[src/rtl/wdog_dual_period.sv]
module wdog_dual_period #(
  parameter int PRESCALE   = 100000,
  parameter int FAST_TICKS = 210,
  parameter int SLOW_TICKS = 6700
) (
  input  logic clk,
  input  logic rst_n,
  input  logic wr_en,
  input  logic wr_fast,
  input  logic wr_rst_en,
  input  logic wr_evt_en,
  input  logic rd_strobe,
  input  logic evt_clr,
  output logic cfg_fast,
  output logic cfg_rst_en,
  output logic cfg_evt_en,
  output logic evt_flag,
  output logic irq,
  output logic rst_req
);
  localparam int PW = (PRESCALE > 2) ? $clog2(PRESCALE) : 1;
  localparam int TW = $clog2(SLOW_TICKS + 1);

  logic [PW-1:0] presc_q;
  logic [TW-1:0] ticks_q;
  logic          tick;
  logic          expire;
  logic [TW-1:0] limit_m1;

  assign tick     = (presc_q == PW'(PRESCALE - 1));
  assign limit_m1 = cfg_fast ? TW'(FAST_TICKS - 1) : TW'(SLOW_TICKS - 1);
  assign expire   = tick && (ticks_q >= limit_m1) && !rd_strobe;
  assign irq      = evt_flag && cfg_evt_en;

  always_ff @(posedge clk or negedge rst_n) begin
    if (!rst_n) begin
      presc_q <= '0;
      ticks_q <= '0;
    end else if (rd_strobe) begin
      presc_q <= '0;
      ticks_q <= '0;
    end else if (tick) begin
      presc_q <= '0;
      ticks_q <= expire ? '0 : ticks_q + TW'(1);
    end else begin
      presc_q <= presc_q + PW'(1);
    end
  end

  always_ff @(posedge clk or negedge rst_n) begin
    if (!rst_n) begin
      cfg_fast   <= 1'b0;
      cfg_rst_en <= 1'b0;
      cfg_evt_en <= 1'b0;
      evt_flag   <= 1'b0;
      rst_req    <= 1'b0;
    end else begin
      if (wr_en) begin
        cfg_fast   <= wr_fast;
        cfg_rst_en <= wr_rst_en;
        cfg_evt_en <= wr_evt_en;
      end
      rst_req <= expire && cfg_rst_en;
      if (expire && !cfg_rst_en) evt_flag <= 1'b1;
      else if (evt_clr)          evt_flag <= 1'b0;
    end
  end
endmodule

[config.mk]
export PLATFORM = sky130hd
export DESIGN_NAME = wdog_dual_period
export DESIGN_NICKNAME = d
export VERILOG_FILES = /design/src/rtl/wdog_dual_period.sv
export SDC_FILE = /design/constraint.sdc
export NUM_CORES = 1
export LEC_CHECK = 0
export BUFFER_PORTS_ARGS = -buffer_cell sky130_fd_sc_hd__buf_4
export CAP_MARGIN = 15
export CORE_MARGIN = 2
export CORE_UTILIZATION = 23
export CTS_CLUSTER_DIAMETER = 40
export DETAILED_ROUTE_END_ITERATION = 10
export GPL_TIMING_DRIVEN = 0
export PLACE_DENSITY_LB_ADDON = 0.08
export SYNTH_ARGS = -nofsm -noshare
export SYNTH_HDL_FRONTEND = slang
export SYNTH_SLANG_ARGS = --single-unit
[constraint.sdc]
create_clock -name clk -period 4.8 [get_ports clk]
set_input_delay 0.24 -clock clk [delete_from_list [all_inputs] [get_ports clk]]
set_output_delay 0.24 -clock clk [all_outputs]
set_load 0.1 [all_outputs]
==> out/qor.yml <==
post_cts_buffers: 0
drcViolationCount: 0
first_global_vias: 1719
synth_top_flop_cell: "dfrtp_1"
ir_drop_uv: 83.7
routed_wirelength_um: 5590
worst_ep_arrival_time_ps: 2650
ant_nets: 0
clk_root_buffer_cell: "clkbuf_8"
timing.max_slew.rel_slack: 0.609
final.fill_count: 998
clock_skew_ps: 7.48
gr-usage-all-layers: 0.115
fraction_of_layout_cells_with_a_size_suffix_above_1: 0.150
worst_ep_required_time_ps: 4980
synth_largest_type_area_fraction: 0.401
path_delay_family: "compound AO/OA/AOI/OAI gates"
insertedDiodeCount: 0
synth_area_per_cell_um2: 9.75
path_class: "reg -> reg"
run_status: "finished, final reports clean"
synth_edf_count: 0
setup_viol: 0
worstHoldPathType: "in -> reg"
share_seq_of_total_power: 0.519
timing_hold_violations_final: 0
postSynthRegisterBits: 35
design.portCount: 14
path_buf_inv: 1
ys_top_cells_by_area: "dfrtp_1 (40%), ha_1 (6.3%), xor2_1 (4.8%)"
antenna_found_initial: 0
crit_path_max_fanout: 8
die-width_um: 101
fraction_of_registers_with_async_set_reset: 1.00
fraction_of_the_yosys_area_taken_by_sequential_cells: 0.401
top_achievable_clock_speed_ghz: 0.406
final.min_clock_period_ps: 2460
r2r_end: "ticks_q[11]$_DFFE_PN0P_"
cts-htree-levels: 2
pwr-share-clk: 0.357
netlist_cell_types: 43
synthDominantAreaCellType: "dfrtp_1"
reg2reg_setup_slack_ps: 2340
design.die.area_um2: 10300
mappedNetlistArea_um2: 2180
min_to: "cfg_fast$_DFFE_PN0P_"
timing.setup.tns_ps: 0
cp-end-kind: "register"
critPathSlowestCell: "dfrtp_1"
number_of_cells_upsized_or_downsized_after_cts: 0
design.final.nets: 264
max_cap_violations: 0
start_util: 0.236
flow.area_growth_from_synthesis_pct: 16.2
proportion_of_power_drawn_by_combinational_gates: 0.124
remaining_global_route_overflow: 0
yosysMostFrequentCell: "dfrtp_1"
setup_repair_after_global_routing_missed_its_margin: "no"
postSynthCellCount: 224
worst_pin_slew_ps: 586
finalWeightedCongestion: 0.685
p_int_w: 0.000429
numCtsBuffers: 5
wire_length_of_the_first_global_routing_pass_um: 9230
hold_depth: 3
vias_per_std_cell: 4.63
core_region_area_um2: 9240
synth_common_cells: "dfrtp_1 (35), nor2_1 (23), nand3_1 (17)"
worstRegToRegCells: 7
timing.critical_path.depth: 7
yosys_warnings: 0
layout.core_utilization: 0.275
worst_setup_hold_path_clk_slew_ps: 80
die_h_um: 101
synth_nets: 243
clkSinkCount: 35
post_drt_wl_per_cell_um: 14.9
p_leak_nw: 1.13
drt_iter0_drc: 43
worstHoldStart: "wr_fast"
num_rows: 35
r2r-start: "cfg_fast$_DFFE_PN0P_"
post_dp_hpwl_um: 3830
finalCritPeriodShare: 0.513
final_max_slew_viol_count: 0
switchingPower_w: 0.000172
cp-start-kind: "register"
p_sw_frac: 0.286
area_of_the_multi_input_gates_um2: 1210
timing.critical_path.cells: "inv_1 -> ha_1 -> a211oi_1 -> nand2_1 -> a221oi_4 -> nand2_1 -> o311ai_1"
cts_tree: "built"
power_density_nw_per_um2: 237
dr_total_vias: 1738
slowest_delay_ps: 540
io_buffer_count: 13
grt_start_max_net_pins: 36
drtPass1Iterations: 4
clk_path_buf_depth: 2
layout.area.seq_um2: 876
worstSkewPairLatency_ps: 280
cpMostUsedCell: "nand2_1"
==> how the worst max path moves through the flow <==
stage                               from                       to  slack (ps)
floorplan           cfg_fast$_DFFE_PN0P_  ticks_q[11]$_DFFE_PN0P_        2030
global placement    cfg_fast$_DFFE_PN0P_  ticks_q[11]$_DFFE_PN0P_        2270
detailed placement  cfg_fast$_DFFE_PN0P_  ticks_q[11]$_DFFE_PN0P_        2310
CTS                 cfg_fast$_DFFE_PN0P_  ticks_q[11]$_DFFE_PN0P_        2290
global route        cfg_fast$_DFFE_PN0P_  ticks_q[11]$_DFFE_PN0P_        2100
finish              cfg_fast$_DFFE_PN0P_  ticks_q[11]$_DFFE_PN0P_        2340
==> flip-flops by register name (all words and copies together) (netlist names) <==
name / flops
cfg_evt_en: 1
rst_req: 1
cfg_fast: 1
presc_q: 17
evt_flag: 1
cfg_rst_en: 1
ticks_q: 13
==> layer usage <==
layer / track usage / vias to the layer above / part of all wire
met2: 0.167 / 30 / 0.42
met5: 0 / - / 0
met4: 0.0312 / 0 / 0.0064
met3: 0.0248 / 2 / 0.033
met1: 0.172 / 847 / 0.54
li1: - / 859 / -
==> worst min-delay path: stages <==
cell and delay, ps:
buf_4 80, nand2_1 30, o21ai_0 50
==> per-stage QoR <==
step	instance area (um^2)	instances	setup slack (ps)	power (W)	hold WS [ps]
2_1_floorplan	2180	224	2030	0.000366	-55.6
3_3_place_gp	2440	366	2270	0.000394	248
3_5_place_dp	2440	366	2310	0.000394	249
4_1_cts	2540	375	2290	0.000618	143
5_1_grt	2540	375	2100	0.000638	168
6_report	2540	375	2340	0.000601	153
==> timing repair <==
item / CTS / global route
hold buffers: 1 / 0
hold endpoints to repair: 35 / 0
setup endpoints to repair: 0 / 0
==> kinds of logic after synthesis <==
group,Yosys count,share of synthesized area
AOI/OAI and AO/OA,26,0.0986
xor gates and xnor gates,15,0.0602
adders and majority gates,11,0.0630
buffers and inverters,16,0.0424
DFF,35,0.401
muxes,2,0.0103
and+or+nand+nor,119,0.324
==> area by class of cell <==
class	instances	area share
Buffer	14	0.0335
Clock buffer	6	0.0286
Clock inverter	2	0.00493
Inverter	2	0.00296
Multi-Input combinational cell	173	0.479
Sequential cell	35	0.345
Tap cell	129	0.0636
Timing Repair Buffer	14	0.0424
==> power by group through the flow <==
| stage | Combinational, W | Clock (W) | Sequential, W |
|---|---|---|---|
| floorplan | 0.0000326 | 0 | 0.000333 |
| global placement | 0.0000758 | 0 | 0.000318 |
| detailed placement | 0.0000756 | 0 | 0.000318 |
| CTS | 0.0000763 | 0.000230 | 0.000312 |
| global route | 0.0000818 | 0.000242 | 0.000314 |
| finish | 0.0000742 | 0.000215 | 0.000312 |
==> layout by cell type, fill, tap and decap left out, types with 2 or more instances in the layout <==
cell	n
a211o_1	2
a21oi_1	5
and2_1	5
and3_1	6
and4_1	7
and4b_1	3
and4bb_2	2
buf_2	2
buf_4	15
buf_6	3
clkbuf_1	8
clkbuf_8	5
dfrtp_1	35
ha_1	11
inv_1	2
mux2_2	2
nand2_1	16
nand2b_1	8
nand3_1	17
nand3b_1	5
nand4_1	5
nand4b_1	2
nor2_1	23
nor2b_1	3
nor3_1	3
nor3b_1	4
nor4_1	3
nor4b_1	3
o211ai_1	9
o21ai_0	2
xnor2_1	3
xor2_1	12
Note: power is estimated with default switching activity, not from simulation.
